`src/rtl/fsk_tx_pkg.sv`:
```
package fsk_tx_pkg;

   typedef enum logic [2:0] {
      ST_OFF,
      ST_WAIT,
      ST_PRE,
      ST_IDLE,
      ST_DATA
   } tx_state_e;

   // Phase increment for a tone of f_hz at clock f_clk, rounded to nearest.
   function automatic logic [63:0] tone_step(input longint f_hz, input longint f_clk,
                                              input int acc_w);
      return 64'(((f_hz <<< acc_w) + f_clk / 2) / f_clk);
   endfunction

endpackage

```
`src/rtl/fsk_host_rx.sv`:
```
module fsk_host_rx #(
   parameter int SYNC_LEN = 2,
   parameter int BYTE_W   = 8
) (
   input  logic              clk,
   input  logic              rst_n,
   input  logic              ser_clk,
   input  logic              ser_data,
   input  logic              take,
   output logic              full,
   output logic [BYTE_W-1:0] hold
);
   localparam int CNT_W = $clog2(BYTE_W);

   logic [SYNC_LEN:0]   ck_pipe;
   logic [SYNC_LEN-1:0] dt_pipe;
   logic [CNT_W-1:0]    cnt_q;
   logic [BYTE_W-1:0]   asm_q;
   logic                full_q;
   logic [BYTE_W-1:0]   hold_q;
   logic                rise;
   logic                dbit;

   assign rise = ck_pipe[SYNC_LEN-1] & ~ck_pipe[SYNC_LEN];
   assign dbit = dt_pipe[SYNC_LEN-1];
   assign full = full_q;
   assign hold = hold_q;

   always_ff @(posedge clk or negedge rst_n) begin
      if (!rst_n) begin
         ck_pipe <= '0;
         dt_pipe <= '0;
         cnt_q   <= '0;
         asm_q   <= '0;
         full_q  <= 1'b0;
         hold_q  <= '0;
      end else begin
         ck_pipe <= {ck_pipe[SYNC_LEN-1:0], ser_clk};
         dt_pipe <= {dt_pipe[SYNC_LEN-2:0], ser_data};
         if (take) begin
            full_q <= 1'b0;
         end else if (rise && !full_q) begin
            asm_q <= {dbit, asm_q[BYTE_W-1:1]};
            if (cnt_q == CNT_W'(BYTE_W - 1)) begin
               hold_q <= {dbit, asm_q[BYTE_W-1:1]};
               full_q <= 1'b1;
               cnt_q  <= '0;
            end else begin
               cnt_q <= cnt_q + CNT_W'(1);
            end
         end
      end
   end

   AST_TAKE_ONLY_FULL: assert property (@(posedge clk) disable iff (!rst_n)
      take |-> full_q) else $error("take without pending byte");
   AST_HOLD_WHILE_FULL: assert property (@(posedge clk) disable iff (!rst_n)
      full_q |=> $stable(hold_q)) else $error("holding byte overwritten");
endmodule

```
`src/rtl/fsk_frame_seq.sv`:
```
module fsk_frame_seq
   import fsk_tx_pkg::*;
#(
   parameter int F_CLK      = 3579545,
   parameter int BAUD       = 1200,
   parameter int ACC_W      = 24,
   parameter int IDLE_MIN   = 5,
   parameter int BYTE_W     = 8,
   parameter int MARK_A_HZ  = 1200,
   parameter int SPACE_A_HZ = 2204,
   parameter int MARK_B_HZ  = 1300,
   parameter int SPACE_B_HZ = 2101
) (
   input  logic              clk,
   input  logic              rst_n,
   input  logic              send_en,
   input  logic              pre_hold,
   input  logic              plan_sel,
   input  logic              full,
   input  logic [BYTE_W-1:0] hold,
   output logic              take,
   output logic              line_bit,
   output logic              tone_on,
   output logic [ACC_W-1:0]  step
);
   localparam int BIT_CYC = (F_CLK + BAUD / 2) / BAUD;
   localparam int TMR_W   = $clog2(BIT_CYC);
   localparam int IDX_W   = $clog2(BYTE_W + 2);
   localparam int ICNT_W  = $clog2(IDLE_MIN + 1);
   localparam logic [ACC_W-1:0] STEP_MA = ACC_W'(tone_step(MARK_A_HZ, F_CLK, ACC_W));
   localparam logic [ACC_W-1:0] STEP_SA = ACC_W'(tone_step(SPACE_A_HZ, F_CLK, ACC_W));
   localparam logic [ACC_W-1:0] STEP_MB = ACC_W'(tone_step(MARK_B_HZ, F_CLK, ACC_W));
   localparam logic [ACC_W-1:0] STEP_SB = ACC_W'(tone_step(SPACE_B_HZ, F_CLK, ACC_W));

   tx_state_e          st_q;
   logic [TMR_W-1:0]   tmr_q;
   logic [IDX_W-1:0]   idx_q;
   logic [ICNT_W-1:0]  icnt_q;
   logic [BYTE_W-1:0]  txsr_q;
   logic               line_q;
   logic [ACC_W-1:0]   step_q;
   logic               at_edge;
   logic               take_c;

   function automatic logic [ACC_W-1:0] pick_step(input logic b, input logic p);
      if (p) return b ? STEP_MA : STEP_SA;
      else   return b ? STEP_MB : STEP_SB;
   endfunction

   assign at_edge  = (tmr_q == TMR_W'(BIT_CYC - 1));
   assign tone_on  = (st_q == ST_PRE) || (st_q == ST_IDLE) || (st_q == ST_DATA);
   assign line_bit = line_q;
   assign step     = step_q;
   assign take     = take_c;

   always_comb begin
      take_c = 1'b0;
      if (send_en && full) begin
         if (st_q == ST_WAIT)
            take_c = 1'b1;
         else if (at_edge)
            take_c = (st_q == ST_PRE)
                  || (st_q == ST_IDLE && icnt_q >= ICNT_W'(IDLE_MIN - 1))
                  || (st_q == ST_DATA && idx_q == IDX_W'(BYTE_W + 1));
      end
   end

   always_ff @(posedge clk or negedge rst_n) begin
      if (!rst_n) begin
         st_q   <= ST_OFF;
         tmr_q  <= '0;
         idx_q  <= '0;
         icnt_q <= '0;
         txsr_q <= '0;
         line_q <= 1'b1;
         step_q <= '0;
      end else if (!send_en) begin
         st_q   <= ST_OFF;
         tmr_q  <= '0;
         idx_q  <= '0;
         icnt_q <= '0;
         line_q <= 1'b1;
         step_q <= pick_step(1'b1, plan_sel);
      end else if (take_c) begin
         st_q   <= ST_DATA;
         tmr_q  <= '0;
         idx_q  <= '0;
         txsr_q <= hold;
         line_q <= 1'b0;
         step_q <= pick_step(1'b0, plan_sel);
      end else begin
         case (st_q)
            ST_OFF: begin
               st_q   <= pre_hold ? ST_WAIT : ST_PRE;
               step_q <= pick_step(1'b1, plan_sel);
            end
            ST_WAIT: st_q <= ST_WAIT;
            default: begin
               tmr_q <= at_edge ? '0 : tmr_q + TMR_W'(1);
               if (at_edge) begin
                  if (st_q == ST_DATA && idx_q < IDX_W'(BYTE_W)) begin
                     line_q <= txsr_q[0];
                     step_q <= pick_step(txsr_q[0], plan_sel);
                     txsr_q <= txsr_q >> 1;
                     idx_q  <= idx_q + IDX_W'(1);
                  end else begin
                     line_q <= 1'b1;
                     step_q <= pick_step(1'b1, plan_sel);
                     if (st_q == ST_DATA) begin
                        if (idx_q == IDX_W'(BYTE_W)) begin
                           idx_q <= idx_q + IDX_W'(1);
                        end else begin
                           st_q   <= ST_IDLE;
                           icnt_q <= '0;
                        end
                     end else if (st_q == ST_IDLE && icnt_q < ICNT_W'(IDLE_MIN - 1)) begin
                        icnt_q <= icnt_q + ICNT_W'(1);
                     end
                  end
               end
            end
         endcase
      end
   end

   AST_BIT_HOLDS: assert property (@(posedge clk) disable iff (!rst_n)
      (tone_on && tmr_q != '0) |-> $stable(line_q)) else $error("line moved mid-bit");
   AST_STEP_AT_BOUNDARY: assert property (@(posedge clk) disable iff (!rst_n)
      (tmr_q != '0) |-> $stable(step_q)) else $error("tone changed mid-bit");
   AST_IDLE_GAP: assert property (@(posedge clk) disable iff (!rst_n)
      ($past(st_q) == ST_IDLE && st_q == ST_DATA) |-> ($past(icnt_q) == ICNT_W'(IDLE_MIN - 1)))
      else $error("idle gap too short");
   AST_OFF_MARK: assert property (@(posedge clk) disable iff (!rst_n)
      !$past(send_en) |-> (line_q && !tone_on)) else $error("output active while disabled");
endmodule

```
`src/rtl/fsk_tone_nco.sv`:
```
module fsk_tone_nco #(
   parameter int ACC_W  = 24,
   parameter int CODE_W = 8
) (
   input  logic              clk,
   input  logic              rst_n,
   input  logic              clear_n,
   input  logic              run,
   input  logic [ACC_W-1:0]  step,
   output logic              tone_msb,
   output logic [CODE_W-1:0] tone_code
);
   logic [ACC_W-1:0] acc_q;

   always_ff @(posedge clk or negedge rst_n) begin
      if (!rst_n)        acc_q <= '0;
      else if (!clear_n) acc_q <= '0;
      else if (run)      acc_q <= acc_q + step;
   end

   assign tone_msb = acc_q[ACC_W-1];

   generate
      if (CODE_W == 1) begin : g_square
         assign tone_code = acc_q[ACC_W-1];
      end else begin : g_fold
         logic [CODE_W:0] ph;
         assign ph        = acc_q[ACC_W-1 -: CODE_W + 1];
         assign tone_code = ph[CODE_W] ? ~ph[CODE_W-1:0] : ph[CODE_W-1:0];
      end
   endgenerate

   AST_CLEARED_WHEN_OFF: assert property (@(posedge clk) disable iff (!rst_n)
      !$past(clear_n) |-> (acc_q == '0)) else $error("phase not cleared");
   AST_FROZEN_WHEN_IDLE: assert property (@(posedge clk) disable iff (!rst_n)
      ($past(clear_n) && !$past(run)) |-> $stable(acc_q)) else $error("phase moved while stopped");
endmodule

```
`src/rtl/fsk_tx_framer.sv`:
```
module fsk_tx_framer #(
   parameter int F_CLK      = 3579545,
   parameter int BAUD       = 1200,
   parameter int ACC_W      = 24,
   parameter int CODE_W     = 8,
   parameter int IDLE_MIN   = 5,
   parameter int SYNC_LEN   = 2,
   parameter int MARK_A_HZ  = 1200,
   parameter int SPACE_A_HZ = 2204,
   parameter int MARK_B_HZ  = 1300,
   parameter int SPACE_B_HZ = 2101
) (
   input  logic              clk,
   input  logic              rst_n,
   input  logic              send_en,
   input  logic              pre_hold,
   input  logic              plan_sel,
   input  logic              ser_clk,
   input  logic              ser_data,
   output logic              ready,
   output logic              line_bit,
   output logic              tone_on,
   output logic              tone_msb,
   output logic [CODE_W-1:0] tone_code
);
   localparam int BYTE_W = 8;

   generate
      if (ACC_W < 16 || ACC_W > 32) begin : g_bad_acc
         $error("ACC_W must lie in 16..32");
      end
      if (CODE_W < 1 || CODE_W >= ACC_W) begin : g_bad_code
         $error("CODE_W must lie in 1..ACC_W-1");
      end
      if (IDLE_MIN < 2) begin : g_bad_idle
         $error("IDLE_MIN must be at least 2");
      end
      if (SYNC_LEN < 2) begin : g_bad_sync
         $error("SYNC_LEN must be at least 2");
      end
      if (F_CLK / BAUD < 4) begin : g_bad_rate
         $error("bit period too short");
      end
   endgenerate

   logic              full;
   logic [BYTE_W-1:0] hold;
   logic              take;
   logic [ACC_W-1:0]  step;

   fsk_host_rx #(.SYNC_LEN(SYNC_LEN), .BYTE_W(BYTE_W)) u_rx (
      .clk(clk), .rst_n(rst_n), .ser_clk(ser_clk), .ser_data(ser_data),
      .take(take), .full(full), .hold(hold)
   );

   fsk_frame_seq #(
      .F_CLK(F_CLK), .BAUD(BAUD), .ACC_W(ACC_W), .IDLE_MIN(IDLE_MIN), .BYTE_W(BYTE_W),
      .MARK_A_HZ(MARK_A_HZ), .SPACE_A_HZ(SPACE_A_HZ),
      .MARK_B_HZ(MARK_B_HZ), .SPACE_B_HZ(SPACE_B_HZ)
   ) u_seq (
      .clk(clk), .rst_n(rst_n), .send_en(send_en), .pre_hold(pre_hold),
      .plan_sel(plan_sel), .full(full), .hold(hold), .take(take),
      .line_bit(line_bit), .tone_on(tone_on), .step(step)
   );

   fsk_tone_nco #(.ACC_W(ACC_W), .CODE_W(CODE_W)) u_nco (
      .clk(clk), .rst_n(rst_n), .clear_n(send_en), .run(tone_on), .step(step),
      .tone_msb(tone_msb), .tone_code(tone_code)
   );

   assign ready = !full;
endmodule

```
`config.mk`:
```
export PLATFORM = sky130hd
export DESIGN_NAME = fsk_tx_framer
export DESIGN_NICKNAME = d
export VERILOG_FILES = /design/src/rtl/fsk_tx_pkg.sv /design/src/rtl/fsk_host_rx.sv /design/src/rtl/fsk_frame_seq.sv /design/src/rtl/fsk_tone_nco.sv /design/src/rtl/fsk_tx_framer.sv
export SDC_FILE = /design/constraint.sdc
export NUM_CORES = 1
export LEC_CHECK = 0
export BUFFER_PORTS_ARGS = -buffer_cell sky130_fd_sc_hd__buf_2
export CORE_MARGIN = 2
export CORE_UTILIZATION = 65
export CTS_CLUSTER_SIZE = 40
export DETAILED_ROUTE_END_ITERATION = 10
export PLACE_DENSITY_LB_ADDON = 0.3
export SETUP_SLACK_MARGIN = 0.1
export SYNTH_ARGS = -nofsm -noshare
export SYNTH_HDL_FRONTEND = slang
export SYNTH_SLANG_ARGS = --single-unit
```
`constraint.sdc`:
```
create_clock -name clk -period 3.4 [get_ports clk]
set_input_delay 1.02 -clock clk [delete_from_list [all_inputs] [get_ports clk]]
set_output_delay 1.02 -clock clk [all_outputs]
set_load 0.01 [all_outputs]
```
==> results of run 1 <==
==> cell usage in the layout (no fill, tap or decap), types with 3 or more instances in the layout <==
master    Yosys  layout
a211oi_1      7       7
a21boi_0      3       3
a21o_1        5       5
a21oi_1      38      38
a31oi_1       3       3
and2_1        3       3
and3_1        9       9
buf_2         8      17
buf_4         1       7
clkbuf_8      0       9
dfrtp_1      87      87
ha_1         25      25
inv_1        11      11
mux2_2       18      18
mux2i_1      14      14
nand2_1      65      65
nand2b_1     10      10
nand3_1      11      11
nand3b_1      6       6
nand4_1       6       6
nor2_1       33      33
nor3_1        3       3
o211ai_1      3       3
o21a_1        7       7
o21ai_0      16      16
o21ai_1      14      14
or3_1         6       6
xnor2_1      13      13
xor2_1       14      14
==> cell type report <==
class	count	area [um^2]	share of cell area, %
Timing Repair Buffer	25	158	2.98
Sequential cell	88	2200	41.6
Clock inverter	6	42.5	0.804
Multi-Input combinational cell	378	2590	49.0
Inverter	12	45.0	0.851
Clock buffer	10	128	2.41
Tap cell	99	124	2.34
==> metal layers <==
metal / wire length (um) / track usage (%) / up-vias
met3: 448 / 3.57 / 12
met1: 4470 / 36.0 / 1788
met2: 4660 / 42.1 / 93
met4: 151 / 11.2 / 0
met5: 0 / 0 / -
li1: - / - / 1814
==> how the worst max path moves through the flow <==
stage / startpoint / endpoint / depth (start not counted)
5_1_grt: u_seq.st_q[2] / tone_on / 4
3_5_place_dp: u_seq.step[9] / u_nco.acc_q[16] / 8
6_report: u_seq.st_q[2] / tone_on / 4
3_3_place_gp: u_seq.step[9] / u_nco.acc_q[22] / 8
2_1_floorplan: u_seq.st_q[1] / tone_on / 5
4_1_cts: u_seq.st_q[2] / tone_on / 4
==> registers in the layout, indices dropped and copies added, names as in the netlist <==
signal          cells
u_rx.ck_pipe        3
u_seq.step          9
u_nco.acc_q        24
u_seq.st_q          3
u_seq.line_bit      1
u_seq.tmr_q        12
u_seq.icnt_q        3
u_seq.idx_q         4
u_rx.dt_pipe        2
u_rx.hold           8
u_rx.cnt_q          3
u_rx.asm_q          7
u_rx.full           1
u_seq.txsr_q        8
==> cell families (layout without fill, tap and decap cells) <==
kind of cell | after synthesis | after routing | synth area share [%]
buf+inv | 36 | 53 | 3.01
xor+xnor | 27 | 27 | 4.78
mux | 32 | 32 | 6.93
flops | 88 | 88 | 44.5
compound gates | 122 | 122 | 16.0
simple gates | 171 | 171 | 18.0
fa+ha+maj | 26 | 26 | 6.73
==> stage by stage <==
step	util, %	hold WS, ns
finish	72.6	0.365
global route	72.6	0.374
CTS	72.6	0.370
detailed placement	70.3	0.347
global placement	70.3	0.337
floorplan	-	0.331
==> worst register-to-register path: stages (launching register included) <==
cell and delay, ns:
dfrtp_1 0.45, ha_1 0.27, fa_1 0.43, a211oi_1 0.25, o21a_1 0.22, o21ai_2 0.11, a31oi_2 0.38, nor4_1 0.13
mux2i_1 0.14
==> power by group <==
part | internal [W] | total [W] | switching [W]
Clock | 0.000268 | 0.000651 | 0.000383
Sequential | 0.00124 | 0.00137 | 0.000136
Combinational | 0.000406 | 0.000930 | 0.000525
==> flow_metrics.tcl, run 1 <==
set metrics [dict create \
    final.period_utilization_pct 76.9 \
    cp-end-kind "primary output" \
    crit_chain "nor3b_4 -> nor2_2 -> inv_2 -> buf_2" \
    setup_violations 0 \
    min_to "u_rx.dt_pipe[1]" \
    grt_pass1_vias 3708 \
    core-area_um2 7290 \
    nFillCells 550 \
    cp_slowest_cell "dfrtp_1" \
    numPlacedInstances 602 \
    cts_setup_buffers 0 \
    synth_top_area_share_pct 44.0 \
    cp.arrival_ns 1.60 \
    crit_path_max_fanout 11 \
    track_usage_pct 26.2 \
    relSlewSlack_pct 60.1 \
    r2r-end "u_nco.acc_q[16]" \
    slew_viol_final 0 \
    place_ws_ns 0.907 \
    totalPowerFinal_w 0.00295 \
    holdPathStages 0 \
    fin_crit_ns 2.62 \
    synth_edf_count 0 \
    die_h_um 91.2 \
    cts_sinks 88 \
    clkTransAtPathRegs_ns 0.08 \
    ys_seq_elements 88 \
    final_cells 618 \
    dpl_cell_area_um2 5120 \
    rsz0062_at_grt "no" \
    ys.flop_type "dfrtp_1" \
    powerDensity_nw_per_um2 558 \
    hold_violations 0 \
    wl_per_cell_um 15.7 \
    layout-drive-gt1-share_pct 14.5 \
    drc 0 \
    fin_ws_ns 0.785 \
    via_count 3707 \
    ys_warn_count 0 \
    ios 19 \
    path_buf_inv 2 \
    vias_per_cell 6.00 \
    cts-root-buf "clkbuf_8" \
    antenna_found_initial 0 \
    grt_max_degree 54 \
    core.rowCount 31 \
    dr.pass1.iters 5 \
    synth_top_area_cell "dfrtp_1" \
    post_cts_resized 0 \
    syn_inst 502 \
    grt_pass1_wl_mm 17.7 \
    area_growth_syn_to_layout_pct 7.03 \
    grt_overflow 0 \
    syn_avg_cell_area_um2 9.85 \
    skew_ns 0.00552 \
    r2r_start "u_seq.step[9]" \
    p_leak_nw 2.37 \
    peakVddDrop_v 0.000489 \
    r2r_setup_slack_ns 0.89 \
    htree_levels 3 \
    io_buffers 18 \
    seq_area_frac_synth_pct 44.5 \
    async_flop_share_pct 100 \
    start_util_pct 67.8 \
    ctsHoldBuffers 0 \
    final_antenna_net_count 0 \
    required_ns 2.38 \
    place_congestion 0.938 \
    wirelength_mm 9.72 \
    worst_pin_slew_ns 0.598 \
    start_kind "flip-flop" \
    hold_class "flip-flop to flip-flop" \
    critPathMaxStageDelay_ns 0.53 \
    status "finished, final reports clean" \
    diodes 0 \
    synth.most_common_cell "dfrtp_1" \
    crit_family "flip-flops" \
    synthTopCellsByArea "dfrtp_1 (44%), ha_1 (6.3%), nand2_1 (4.9%)" \
    syn_area_um2 4950 \
    ys_types 69 \
    die_area_um2 8320 \
    fin_area_um2 5290 \
    synth_common_cells "dfrtp_1 (87), nand2_1 (65), a21oi_1 (38), nor2_1 (33), ha_1 (25)" \
    fmaxAchievable_ghz 0.382 \
    dr.first_iter.drc_count 212 \
    clock_path_buffers 2 \
    fin_nets 547 \
    clk_latency_ns 0.36 \
    place_hpwl_mm 6.93 \
    fin_setup_tns_ns 0 \
    reg2regPathDepth 8 \
    cts_buffers 9 \
    drv_cap 0 \
    die_w_um 91.2 \
    cts_tree "yes" \
    syn-num-nets 535 \
    min_from "u_rx.dt_pipe[0]" \
    timing_worst_setup_path_type "flip-flop to primary output" \
]
No activity file was read; power rests on OpenSTA's default activity.
==> run 2: changes to the inputs <==
Settings changed: CORE_UTILIZATION 65 to 56.
Clock period 3.4 ns to 2.3 ns, I/O delays scaled along.
==> run 2 against run 1 <==
  * First-iteration DRC count is 3.3% lower
  * Register-to-register slack worse by 0.87 ns
  * Clock skew increased by 0.0080 ns
  * Non-clock buffer count grew 29
  * Via count is 5.0% higher
  * Power up 66%
  * Largest power group unchanged
==> flow_metrics.tcl, run 2 (synthesis results as in run 1) <==
set metrics [dict create \
    diodes 0 \
    layout_common_cells "dfrtp_1 (82), nand2_1 (65), a21oi_1 (34)" \
    holdWs_ns 0.213 \
    place_congestion 0.908 \
    rsz0062_at_grt "yes" \
    crit_path_max_fanout 4 \
    timing_worst_setup_path_type "flip-flop to flip-flop" \
    powerDensity_nw_per_um2 844 \
    grt_pass1_vias 3851 \
    clk_latency_ns 0.37 \
    skew_ns 0.0135 \
    place_hpwl_mm 7.29 \
    antenna_found_initial 0 \
    die_h_um 98.0 \
    layout-drive-gt1-share_pct 25.4 \
    core-area_um2 8640 \
    cp.arrival_ns 2.54 \
    htree_levels 3 \
    core.rowCount 34 \
    utilization_pct 67.3 \
    fmaxAchievable_ghz 0.438 \
    grt_overflow 0 \
    dpl_cell_area_um2 5250 \
    hold_violations 0 \
    track_usage_pct 22.6 \
    peakVddDrop_v 0.000548 \
    cts-root-buf "clkbuf_8" \
    vias_per_cell 5.93 \
    area_growth_syn_to_layout_pct 17.5 \
    totalPowerFinal_w 0.00491 \
    clkTransAtPathRegs_ns 0.10 \
    cp-end-kind "flip-flop" \
    io_buffers 18 \
    cts_tree "yes" \
    grt_pass1_wl_mm 17.7 \
    relSlewSlack_pct 43.5 \
    cts_buffers 9 \
    via_count 3891 \
    final.period_utilization_pct 99.2 \
    regMostFlops "u_nco.acc_q" \
    dr.first_iter.drc_count 205 \
    ctsHoldBuffers 0 \
    dr.pass1.iters 5 \
    status "finished, final reports clean" \
    p_leak_nw 2.58 \
    largest_reg_flops 24 \
    grt_busiest_layer "met2" \
    grt_use_met3_pct 2.93 \
    final_antenna_net_count 0 \
    grt_max_degree 47 \
    hold_class "primary input to asynchronous set/reset pin" \
    worst_pin_slew_ns 0.844 \
    cts_sinks 88 \
    drc 0 \
    start_util_pct 57.3 \
    start_kind "flip-flop" \
    fin_area_um2 5810 \
    wirelength_mm 10.6 \
    ios 19 \
    setup_violations 0 \
    clock_path_buffers 2 \
    layout_commonest_cell "dfrtp_1" \
    drv_cap 0 \
    wl_per_cell_um 16.2 \
    use_met1_pct 29.0 \
    fin_nets 576 \
    required_ns 2.56 \
    slew_viol_final 0 \
    fin_crit_ns 2.28 \
    met2_usage_pct 38.1 \
    die_area_um2 9600 \
    die_w_um 98.0 \
]
run 2: metrics by stage:
step	setup TNS (ns)	setup slack, ns	cells
4_1_cts	0	0.0672	646
2_1_floorplan	0	0.141	502
5_1_grt	-0.278	-0.0643	656
6_report	0	0.0185	656
3_5_place_dp	-0.00310	-0.00310	625
3_3_place_gp	0	0.0798	625
run 2: power by group:
group | internal, W | switching [W] | total [W]
combinational | 0.000861 | 0.000919 | 0.00178
clock | 0.000427 | 0.000643 | 0.00107
sequential | 0.00183 | 0.000226 | 0.00206
total | 0.00312 | 0.00179 | 0.00491
run 2: layer usage:
metal	up-vias	wire length, um
met5	-	0
met4	0	236
met3	21	396
met2	101	5370
met1	1901	4630
li1	1868	-
run 2: worst max-delay path, cell delays in order (launching register included):
cell and delay [ns]:
dfrtp_2 0.48, ha_4 0.20, fa_2 0.36, a211oi_2 0.24, o21a_1 0.22, o21ai_4 0.11, a31oi_4 0.23, buf_6 0.15
nor4_2 0.05, mux2i_1 0.15
run 2: repair_timing:
action	in CTS	in global routing
pin swaps	7	8
gates cloned	0	0
setup buffers	5	10
hold endpoints to repair	0	0
setup endpoints to repair	10	21
resized for setup	18	27
run 2: cell type report:
cell class	instances	area [um^2]
clock inverters	7	68.8
flip-flops and latches	88	2210
fillers	664	2820
inverters	12	45.0
multi-input cells	378	2830
well taps	108	135
clock buffers	9	124
repair buffers	54	399
run 2: worst paths after layout:
kind	startpoint	end	slack, ns	cells past startpoint
hold / removal	rst_n	u_seq.step[1]	0.21	1
setup / recovery	u_seq.step[9]	u_nco.acc_q[22]	0.02	9
setup reg to reg	u_seq.step[9]	u_nco.acc_q[22]	0.02	9
min in group clk	u_rx.dt_pipe[0]	u_rx.dt_pipe[1]	0.36	0
hold reg to reg	u_rx.dt_pipe[0]	u_rx.dt_pipe[1]	0.36	0
max in group asynchronous	rst_n	u_seq.line_bit	1.49	2
